--- config.mk ---
export PLATFORM = sky130hd
export DESIGN_NAME = dma_xbar
export DESIGN_NICKNAME = d
export VERILOG_FILES = /design/src/rtl/dma_xbar_pkg.sv /design/src/rtl/dma_xbar_admit.sv /design/src/rtl/dma_xbar_chan.sv /design/src/rtl/dma_xbar_dport.sv /design/src/rtl/dma_xbar.sv
export SDC_FILE = /design/constraint.sdc
export NUM_CORES = 1
export LEC_CHECK = 0
export BUFFER_PORTS_ARGS = -buffer_cell sky130_fd_sc_hd__clkbuf_2
export CORE_AREA = 2 2 173 175
export CTS_CLUSTER_DIAMETER = 120
export DETAILED_ROUTE_END_ITERATION = 7
export DIE_AREA = 0 0 175 177
export HOLD_SLACK_MARGIN = 0.12
export PLACE_DENSITY = 0.79
export SETUP_SLACK_MARGIN = 0.3
export SYNTH_ARGS = -nofsm -noshare
export SYNTH_HDL_FRONTEND = slang
export SYNTH_HIERARCHICAL = 1
export SYNTH_SLANG_ARGS = --single-unit
--- constraint.sdc ---
create_clock -name clk -period 5.9 [get_ports clk]
set_clock_uncertainty 0.15 [all_clocks]
set_input_delay 0.59 -clock clk [delete_from_list [all_inputs] [get_ports clk]]
set_output_delay 0.59 -clock clk [all_outputs]
set_load 0.02 [all_outputs]
--- src/rtl/dma_xbar_pkg.sv ---
package dma_xbar_pkg;

    typedef enum logic [1:0] {
        CH_IDLE  = 2'd0,
        CH_LIVE  = 2'd1,
        CH_FAULT = 2'd2
    } ch_state_e;

endpackage

--- src/rtl/dma_xbar_admit.sv ---
module dma_xbar_admit #(
    parameter int NSRC = 4,
    parameter int NDST = 4,
    parameter int NCH  = 4,
    parameter logic [NSRC*NDST-1:0] LINK_MASK = '1,
    parameter int SW   = $clog2(NSRC),
    parameter int DIW  = $clog2(NDST)
) (
    input  logic [NCH-1:0]     start,
    input  logic [NCH-1:0]     stop,
    input  logic [NCH-1:0]     live,
    input  logic [NCH*SW-1:0]  req_src,
    input  logic [NCH*DIW-1:0] req_dst,
    input  logic [NCH*SW-1:0]  cur_src,
    input  logic [NCH*DIW-1:0] cur_dst,
    output logic [NCH-1:0]     grant
);

    // Ports held by live channels are busy; requests then claim in index order.
    always_comb begin
        logic [NSRC-1:0] busy_s;
        logic [NDST-1:0] busy_d;
        logic [SW-1:0]   rs;
        logic [DIW-1:0]  rd;
        logic            ok;
        busy_s = '0;
        busy_d = '0;
        grant  = '0;
        for (int c = 0; c < NCH; c++) begin
            if (live[c]) begin
                busy_s[cur_src[c*SW +: SW]]   = 1'b1;
                busy_d[cur_dst[c*DIW +: DIW]] = 1'b1;
            end
        end
        for (int c = 0; c < NCH; c++) begin
            rs = req_src[c*SW +: SW];
            rd = req_dst[c*DIW +: DIW];
            ok = (int'(rs) < NSRC) && (int'(rd) < NDST);
            if (ok) begin
                ok = LINK_MASK[int'(rs)*NDST + int'(rd)] && !busy_s[rs] && !busy_d[rd];
            end
            if (start[c] && !stop[c] && !live[c] && ok) begin
                grant[c]   = 1'b1;
                busy_s[rs] = 1'b1;
                busy_d[rd] = 1'b1;
            end
        end
    end

endmodule

--- src/rtl/dma_xbar_chan.sv ---
module dma_xbar_chan
    import dma_xbar_pkg::*;
#(
    parameter int SW  = 2,
    parameter int DIW = 2
) (
    input  logic           clk,
    input  logic           rst_n,
    input  logic           start,
    input  logic           stop,
    input  logic           grant,
    input  logic [SW-1:0]  req_src,
    input  logic [DIW-1:0] req_dst,
    output logic           live,
    output logic           err,
    output logic [SW-1:0]  route_src,
    output logic [DIW-1:0] route_dst
);

    ch_state_e state, state_n;

    always_ff @(posedge clk or negedge rst_n) begin
        if (!rst_n) state <= CH_IDLE;
        else        state <= state_n;
    end

    always_ff @(posedge clk or negedge rst_n) begin
        if (!rst_n) begin
            route_src <= '0;
            route_dst <= '0;
        end else if (state != CH_LIVE && start && !stop && grant) begin
            route_src <= req_src;
            route_dst <= req_dst;
        end
    end

    always_comb begin
        state_n = state;
        unique case (state)
            CH_IDLE, CH_FAULT: begin
                if (stop)       state_n = CH_IDLE;
                else if (start) state_n = grant ? CH_LIVE : CH_FAULT;
            end
            CH_LIVE: begin
                if (stop) state_n = CH_IDLE;
            end
            default: state_n = CH_IDLE;
        endcase
    end

    always_comb begin
        live = (state == CH_LIVE);
        err  = (state == CH_FAULT);
    end


    refuse_sets_err_chk: assert property (@(posedge clk) disable iff (!rst_n)
        (state != CH_LIVE && start && !stop && !grant) |=> err);


    stop_release_chk: assert property (@(posedge clk) disable iff (!rst_n)
        stop |=> (!live && !err));


    live_route_hold_chk: assert property (@(posedge clk) disable iff (!rst_n)
        (live && !stop) |=> (live && $stable(route_src) && $stable(route_dst)));

endmodule

--- src/rtl/dma_xbar_dport.sv ---
module dma_xbar_dport #(
    parameter int DW = 32
) (
    input  logic          clk,
    input  logic          rst_n,
    input  logic          owned,
    input  logic          x_valid,
    input  logic [DW-1:0] x_data,
    output logic          x_ready,
    input  logic          dst_ready,
    input  logic          sys_valid,
    input  logic [DW-1:0] sys_data,
    output logic          dst_valid,
    output logic [DW-1:0] dst_data,
    output logic          dma_sel
);

    logic          ov;
    logic [DW-1:0] od;

    assign x_ready = !ov || dst_ready;

    always_ff @(posedge clk or negedge rst_n) begin
        if (!rst_n) begin
            ov <= 1'b0;
            od <= '0;
        end else if (!owned) begin
            ov <= 1'b0;
        end else if (x_ready) begin
            ov <= x_valid;
            od <= x_data;
        end
    end

    always_comb begin
        dma_sel   = owned;
        dst_valid = owned ? ov : sys_valid;
        dst_data  = owned ? od : sys_data;
    end


    held_beat_chk: assert property (@(posedge clk) disable iff (!rst_n)
        (owned && ov && !dst_ready) |=> (!owned || (ov && $stable(od))));

endmodule

--- src/rtl/dma_xbar.sv ---
module dma_xbar #(
    parameter int NSRC = 4,
    parameter int NDST = 4,
    parameter int NCH  = 4,
    parameter int DW   = 32,
    parameter logic [NSRC*NDST-1:0] LINK_MASK = '1,
    localparam int SW  = $clog2(NSRC),
    localparam int DIW = $clog2(NDST)
) (
    input  logic                 clk,
    input  logic                 rst_n,
    input  logic [NCH-1:0]       ch_start,
    input  logic [NCH-1:0]       ch_stop,
    input  logic [NCH*SW-1:0]    ch_src_idx,
    input  logic [NCH*DIW-1:0]   ch_dst_idx,
    output logic [NCH-1:0]       ch_live,
    output logic [NCH-1:0]       ch_err,
    input  logic [NSRC-1:0]      src_valid,
    input  logic [NSRC*DW-1:0]   src_data,
    output logic [NSRC-1:0]      src_ready,
    input  logic [NSRC-1:0]      sys_src_ready,
    output logic [NSRC-1:0]      src_dma_sel,
    output logic [NDST-1:0]      dst_valid,
    output logic [NDST*DW-1:0]   dst_data,
    input  logic [NDST-1:0]      dst_ready,
    input  logic [NDST-1:0]      sys_dst_valid,
    input  logic [NDST*DW-1:0]   sys_dst_data,
    output logic [NDST-1:0]      dst_dma_sel
);

    logic [NCH-1:0]     grant;
    logic [NCH*SW-1:0]  rsrc_flat;
    logic [NCH*DIW-1:0] rdst_flat;
    logic [SW-1:0]      rsrc [NCH];
    logic [DIW-1:0]     rdst [NCH];

    logic [NSRC-1:0]    src_own;
    logic [DIW-1:0]     src_to   [NSRC];
    logic [NDST-1:0]    dst_own;
    logic [SW-1:0]      dst_from [NDST];
    logic [NCH-1:0]     shit     [NSRC];
    logic [NCH-1:0]     dhit     [NDST];
    logic [NDST-1:0]    xrdy;

    dma_xbar_admit #(
        .NSRC(NSRC), .NDST(NDST), .NCH(NCH), .LINK_MASK(LINK_MASK), .SW(SW), .DIW(DIW)
    ) u_admit (
        .start  (ch_start),
        .stop   (ch_stop),
        .live   (ch_live),
        .req_src(ch_src_idx),
        .req_dst(ch_dst_idx),
        .cur_src(rsrc_flat),
        .cur_dst(rdst_flat),
        .grant  (grant)
    );

    for (genvar c = 0; c < NCH; c++) begin : g_ch
        dma_xbar_chan #(.SW(SW), .DIW(DIW)) u_chan (
            .clk      (clk),
            .rst_n    (rst_n),
            .start    (ch_start[c]),
            .stop     (ch_stop[c]),
            .grant    (grant[c]),
            .req_src  (ch_src_idx[c*SW +: SW]),
            .req_dst  (ch_dst_idx[c*DIW +: DIW]),
            .live     (ch_live[c]),
            .err      (ch_err[c]),
            .route_src(rsrc[c]),
            .route_dst(rdst[c])
        );
        assign rsrc_flat[c*SW +: SW]   = rsrc[c];
        assign rdst_flat[c*DIW +: DIW] = rdst[c];
    end

    // Ownership decode from the live routes.
    always_comb begin
        for (int s = 0; s < NSRC; s++) begin
            shit[s]   = '0;
            src_own[s] = 1'b0;
            src_to[s]  = '0;
        end
        for (int d = 0; d < NDST; d++) begin
            dhit[d]     = '0;
            dst_own[d]  = 1'b0;
            dst_from[d] = '0;
        end
        for (int c = 0; c < NCH; c++) begin
            if (ch_live[c]) begin
                shit[rsrc[c]][c]  = 1'b1;
                src_own[rsrc[c]]  = 1'b1;
                src_to[rsrc[c]]   = rdst[c];
                dhit[rdst[c]][c]  = 1'b1;
                dst_own[rdst[c]]  = 1'b1;
                dst_from[rdst[c]] = rsrc[c];
            end
        end
    end

    for (genvar d = 0; d < NDST; d++) begin : g_dst
        logic          xv;
        logic [DW-1:0] xd;
        assign xv = src_valid[dst_from[d]];
        assign xd = src_data[dst_from[d]*DW +: DW];

        dma_xbar_dport #(.DW(DW)) u_port (
            .clk      (clk),
            .rst_n    (rst_n),
            .owned    (dst_own[d]),
            .x_valid  (xv),
            .x_data   (xd),
            .x_ready  (xrdy[d]),
            .dst_ready(dst_ready[d]),
            .sys_valid(sys_dst_valid[d]),
            .sys_data (sys_dst_data[d*DW +: DW]),
            .dst_valid(dst_valid[d]),
            .dst_data (dst_data[d*DW +: DW]),
            .dma_sel  (dst_dma_sel[d])
        );


        dst_excl_chk: assert property (@(posedge clk) disable iff (!rst_n)
            $onehot0(dhit[d]));


        link_exists_chk: assert property (@(posedge clk) disable iff (!rst_n)
            dst_dma_sel[d] |-> LINK_MASK[int'(dst_from[d])*NDST + d]);
    end

    for (genvar s = 0; s < NSRC; s++) begin : g_src
        assign src_dma_sel[s] = src_own[s];
        assign src_ready[s]   = src_own[s] ? xrdy[src_to[s]] : sys_src_ready[s];


        src_excl_chk: assert property (@(posedge clk) disable iff (!rst_n)
            $onehot0(shit[s]));
    end

endmodule

# Word-level counts from Yosys, hierarchy flattened
# Memory sizes are Yosys's and may differ from the RTL's.
# Index checks and enable logic that the tools add are counted.
# totals
ff_bits,156
romBits,64
input_bits,298
output_inout_bits,152
wordCells,386
mem_count,4
# memory_table
memory,words,width,read_ports,rd_ports_with_merged_regs,write_ports,line_no,rtl
(no name shown),16,1,1,0,0,dma_xbar_admit.sv:40,ok = LINK_MASK[int'(rs)*NDST + int'(rd)] && !busy_s[rs] && !busy_d[rd];
(no name shown),16,1,1,0,0,dma_xbar_admit.sv:40,
(no name shown),16,1,1,0,0,dma_xbar_admit.sv:40,
(no name shown),16,1,1,0,0,dma_xbar_admit.sv:40,
# op_classes
n_addsub,4
magnitude_cmp,58
n_eq_ne,24
shifts,4
muxes,156
n_bitwise,22
n_reduce_logical,94
# ops
operator,n
$shiftx A128 B8 Y32,4
$lt A32 B6 Y1 const B,4
$mux W32,4
$lt A2 B3 Y1 const B,24
$mux W8,8
$mux W1,58
$mux W4,14
$logic_and A1 B1 Y1,54
$bwmux W8,6
$mux W2,24
$or A4 B4 Y4,12
$bmux W1 S2,16
$demux W2 S2,8
$demux W1 S2,14
$ge A2 B1 Y1 const B,14
$ge A3 B3 Y1 const B,8
$lt A3 B1 Y1 const B,8
$not A2 Y3,8
$add A4 B2 Y5,4
$logic_not A1 Y1,20
$and A8 B8 Y8,2
$ne A2 B1 Y1 const B,8
$pmux W2 S2,4
$reduce_and A2 Y1,8
other kinds (7),28

# Longest topological paths before layout
# logic_depth
word_depth,43
depth_mapped,14
mapped_depth_nobuf,14

# Modules after synthesis
# The synthesis kept the hierarchy.
# modules_own_cells
mod,n_inst,cells_each,area_each_um2,seq_area_each_um2
dma_xbar_dport,4,110,1781.7,825.8
dma_xbar,1,956,5444.0,0.0
dma_xbar_admit,1,164,1151.1,0.0
dma_xbar_chan,4,19,270.3,150.1

# Worst setup path before layout
# OpenSTA, ideal clock, no wires.
# synth_timing
path_type,reg-to-reg
startpoint,register g_ch[3].u_chan.state[0]
endpoint,register g_ch[3].u_chan.route_dst[0]
t_arrival_ps,3338
required_time_ps,5625
path_slack_ps,2287
stages_incl_launch_ff,15
path_buffers,1
synth_period_minus_slack_ps,3613
path_cell_list,dfrtp_1 nor2b_4 nor3b_1 or4_4 nand2_2 nand4_4 buf_6 o41a_1 mux2_2 nor2_1 nor4bb_2 a211oi_2 nand2_1 nor3_4 mux2_2
# synth_via
elab_chain_cells,31
elab_cells_between_ends,58
# synth_lines
item,line_no,rtl
"start, declared",dma_xbar_chan.sv:20,"ch_state_e state, state_n;"
"start signal, assigned",dma_xbar_chan.sv:24,else state <= state_n;
$eq A2 B1 Y1 (*),dma_xbar_chan.sv:52,live = (state == CH_LIVE);
via ch_live[3],dma_xbar.sv:16,"output logic [NCH-1:0] ch_live,"
$mux W4,dma_xbar_admit.sv:30,if (live[c]) begin
$bmux W1 S2,dma_xbar_admit.sv:40,
$mux W1 (not written as such),dma_xbar_admit.sv:40,
$logic_not A1 Y1,dma_xbar_admit.sv:40,
$logic_and A1 B1 Y1 (2 in a row),dma_xbar_admit.sv:40,
$logic_and A1 B1 Y1,dma_xbar_admit.sv:42,if (start[c] && !stop[c] && !live[c] && ok) begin
[15 not listed],-,
$bmux W1 S2,dma_xbar_admit.sv:40,
$mux W1 (not written as such),dma_xbar_admit.sv:40,
$logic_not A1 Y1,dma_xbar_admit.sv:40,
$logic_and A1 B1 Y1 (2 in a row),dma_xbar_admit.sv:40,
$logic_and A1 B1 Y1 (*),dma_xbar_admit.sv:42,
$mux W1 (*),dma_xbar_admit.sv:42,
via grant[3],dma_xbar.sv:31,logic [NCH-1:0] grant;
$logic_and A1 B1 Y1 (*),dma_xbar_chan.sv:31,end else if (state != CH_LIVE && start && !stop && grant) begin
"end signal, assigned",dma_xbar_chan.sv:33,route_dst <= req_dst;
"end, declared",dma_xbar_chan.sv:17,output logic [DIW-1:0] route_dst
# Mark *: on every way through the listed nets, which the timed path passes. The rest lies on a longest branch. The select of a mux whose other input is x is not followed.
# A chain may end at the register's enable or synchronous reset.

# Final worst setup path
# layout_timing
startpoint,register g_ch[3].u_chan.route_src[1]
endpoint,register g_ch[3].u_chan.route_src[0]
# layout_via
elab_chain_cells,35
elab_cells_between_ends,53
# layout_lines
item,line_no,rtl
"start, declared",dma_xbar_chan.sv:16,"output logic [SW-1:0] route_src,"
"start signal, assigned",dma_xbar_chan.sv:32,route_src <= req_src;
$lt A2 B3 Y1 (not written as such) or $ge A2 B1 Y1 (tied branches),dma_xbar_admit.sv:31,busy_s[cur_src[c*SW +: SW]] = 1'b1;
$logic_and A1 B1 Y1 (not written as such),dma_xbar_admit.sv:31,
$mux W1 (not written as such),dma_xbar_admit.sv:31,
$demux W1 S2 (*),-,
$or A4 B4 Y4 (no source line) (*),-,
$mux W4 (*),dma_xbar_admit.sv:30,
$bmux W1 S2,dma_xbar_admit.sv:40,
$mux W1 (not written as such),dma_xbar_admit.sv:40,
[20 not listed],-,
$mux W1 (not written as such),dma_xbar_admit.sv:40,
$logic_not A1 Y1,dma_xbar_admit.sv:40,
$logic_and A1 B1 Y1,dma_xbar_admit.sv:40,
$logic_and A1 B1 Y1 (*),dma_xbar_admit.sv:40,
$logic_and A1 B1 Y1 (*),dma_xbar_admit.sv:42,
$mux W1 (*),dma_xbar_admit.sv:42,
via grant[3],dma_xbar.sv:31,
$logic_and A1 B1 Y1 (*),dma_xbar_chan.sv:31,
# Marked as above.

==> metrics.cfg <==
[power_and_ir_drop]
vdd_ir_drop_max_mv = 0.191
p_leak_nw = 8.07
cellPowerDensity_nw_per_um2 = 307

[grt]
grt_pass1_wl_mm = 81.8
grt-ovfl-total = 0
grt_pass1_vias = 14300
grtUsageTotal_pct = 33.9
grt_max_degree = 105
antenna_found_initial = 1

[floorplanning]
die-area_um2 = 31000
core-area_um2 = 29200
fp-row-count = 63
ios = 450
die_height_um = 177
fp.dieW_um = 175
start_util_pct = 50.6

[critical_path]
r2r_slack_ns = 1.48
endpoint_kind = flop
cp-start-kind = flop
r2r_cells = 13
critPathMaxStageDelay_ns = 0.97
crit_chain = nor3b_1, or4_4, nand2_2, nand4_4, nor4_4, or2_1, inv_2, a221oi_2, o311ai_1, a211oi_2, nand2_1, nor3_4, mux2_2
rr_startpoint = g_ch[3].u_chan/route_src[1]
critPathArrivalTime_ns = 4.59
crit_slowest_cell = dfrtp_1
reg2reg_to = g_ch[3].u_chan/route_src[0]
path_class = reg -> reg
cp_max_fo = 27
cp_data_required_time_ns = 6.07

[clocking]
clock-sinks = 156
tritoncts = built
postCtsSetupBuffers = 0
cts_buffer_depth = 2
cts.repair.resized = 0
clk_latency_ns = 0.43
ctsHoldBuffers = 0
cts.clk_slew.worst_paths_ns = 0.07
cts_made_buffers = 17
htreeDepth = 4
root_buffer = clkbuf_16

[placement]
io_buffers = 449
place_ws_ns = 1.52
gp_congestion = 0.908
dpl.hpwl_mm = 38.0

[routing]
wl_mm = 54.1
vias = 15100
wl_per_cell_um = 22.7
drc = 0
postRouteAntennaNets = 0
drtIter0Drc = 1645
vias_per_cell = 6.35
drt-pass1-iter-count = 6

[logic_synthesis]
yosysWarnings = 6
ys_ff_latch = 156
avgSynthCellArea_um2 = 9.05
syn_nets = 1934
ys_seq_area_share_pct = 26.4
ys_top_cells_by_area = dfrtp_1, mux2_4, mux2_2, nand2_1, a21oi_1
netlist_area_um2 = 14800
synth_edf_count = 0
synth.distinct_cells = 93
async_flop_share_pct = 100
syn_inst = 1636
synth_ff_type = dfrtp_1
synth.largest_area_cell = dfrtp_1
synth_top_area_share_pct = 26.4

[sta]
setup_viol = 0
tightest_slew_ns = 1.21
post-route-period-util_pct = 74.9
drv_slew = 0
setup_tns_ns = 0
rsz0062_at_grt = no
maxSlewHeadroom_pct = 18.8
fin_ws_ns = 1.48
hold_viol = 0
fmax_mhz = 226
min_period_ns = 4.42

[finish]
final_util_pct = 59.7
nFillCells = 2560
seqCellArea_um2 = 3900
multi_input_area_um2 = 9990
syn_to_final_growth_pct = 18.0
nets = 2274
drive_gt1_share_pct = 42.3

[status]
outcome = complete, no violations

[job]
cap_violations = 0

[min_path]
hold_path_class = in -> async

-- cells in the final DEF (no fill, tap or decap), drive strengths merged, types with 11 or more instances in the layout --
master	n
nand3	24
a22oi	35
nor2b	12
inv	32
nand3b	17
a21oi	114
nor3	21
a211oi	50
nor2	35
mux2i	41
nand2	350
clkbuf	465
dfrtp	156
buf	16
a32oi	64
and3b	11
a31oi	41
nand2b	14
o21ai	20
and2	39
mux2	279
-- routing by layer --
metal	track usage, %	share of wire (%)
met5	0	0
met2	54.3	46
met1	46.2	41
met3	5.13	8.8
met4	13.1	3.5
-- Yosys cell counts (6+ instances only) --
cell	n
o311ai_0	6
nand3b_1	16
nor2_1	35
a211oi_1	47
a31oi_1	41
buf_4	31
mux2_2	159
buf_2	43
dfrtp_1	156
buf_6	22
o21ai_0	19
and3b_1	11
nand4_1	9
nor3_1	16
inv_1	24
mux2_4	120
nand2b_1	10
nor3b_1	9
mux2i_1	40
and2_1	33
a32oi_1	64
nand3_1	24
clkbuf_1	42
a22oi_1	35
a21oi_1	113
and3_1	10
nand2_1	344
a21boi_0	7
nor2b_1	8
-- power by group --
part / internal, mW / leakage [nW] / switching, mW / total, mW
clock network: 0.608 / 0.288 / 0.553 / 1.16
registers: 1.54 / 1.92 / 0.576 / 2.11
logic: 1.13 / 5.86 / 0.953 / 2.08
-- kinds of logic (layout without fill, tap and decap cells) --
kind of cell / after synthesis / count (layout) / share of synthesized area, %
and+or+nand+nor: 587 / 587 / 20.2
DFF: 156 / 156 / 26.4
other: 0 / 1 / 0
muxes: 322 / 322 / 27.4
xor gates and xnor gates: 10 / 10 / 0.592
buffers and inverters: 168 / 521 / 6.53
AOI/OAI and AO/OA: 393 / 393 / 18.9
-- flip-flops by register name, indices dropped and copies added, names as in the netlist --
signal / count
g_ch.u_chan/route_src: 8
g_ch.u_chan/route_dst: 8
g_dst.u_port/od: 128
g_dst.u_port/ov: 4
g_ch.u_chan/state: 8
-- per-stage QoR --
step | cell area (um^2) | hold WS, ns | power (mW) | cells
global placement | 16900 | 0.307 | 4.08 | 2347
global route | 17500 | 0.162 | 5.60 | 2380
finish | 17500 | 0.0732 | 5.36 | 2380
detailed placement | 16900 | 0.324 | 4.15 | 2347
floorplan | 14800 | 0.144 | 3.43 | 1636
CTS | 17500 | 0.164 | 5.33 | 2379
-- worst max path at each step --
stage	from	cells after the start	end	slack, ns
after floorplan	g_ch[3].u_chan/state[0]	14	g_ch[3].u_chan/route_dst[0]	2.29
after global placement	g_ch[3].u_chan/route_src[1]	13	g_ch[3].u_chan/route_src[1]	1.62
after detailed placement	g_ch[3].u_chan/route_src[1]	13	g_ch[3].u_chan/route_src[0]	1.52
after CTS	g_ch[3].u_chan/route_src[1]	13	g_ch[3].u_chan/route_dst[0]	1.52
after global routing	g_ch[3].u_chan/route_src[1]	13	g_ch[3].u_chan/route_src[0]	1.26
final	g_ch[3].u_chan/route_src[1]	13	g_ch[3].u_chan/route_src[0]	1.48
-- layout make-up --
type	instances	share of cell area [%]
diodes	1	0.0143
clock inverters	15	1.03
inverters	25	0.537
well taps	390	2.79
repair buffers	464	13.6
flip-flops and latches	156	22.3
clock buffers	17	2.44
multi-input cells	1312	57.2
-- worst max-delay path, delay by kind of cell, from the launching register on --
kind	cells	cell delay (ns)
simple gates	8	2.06
compound gates	3	0.69
mux	1	0.37
flops	1	0.97
buf+inv	1	0.07
Power figures use the tool's default switching activity.
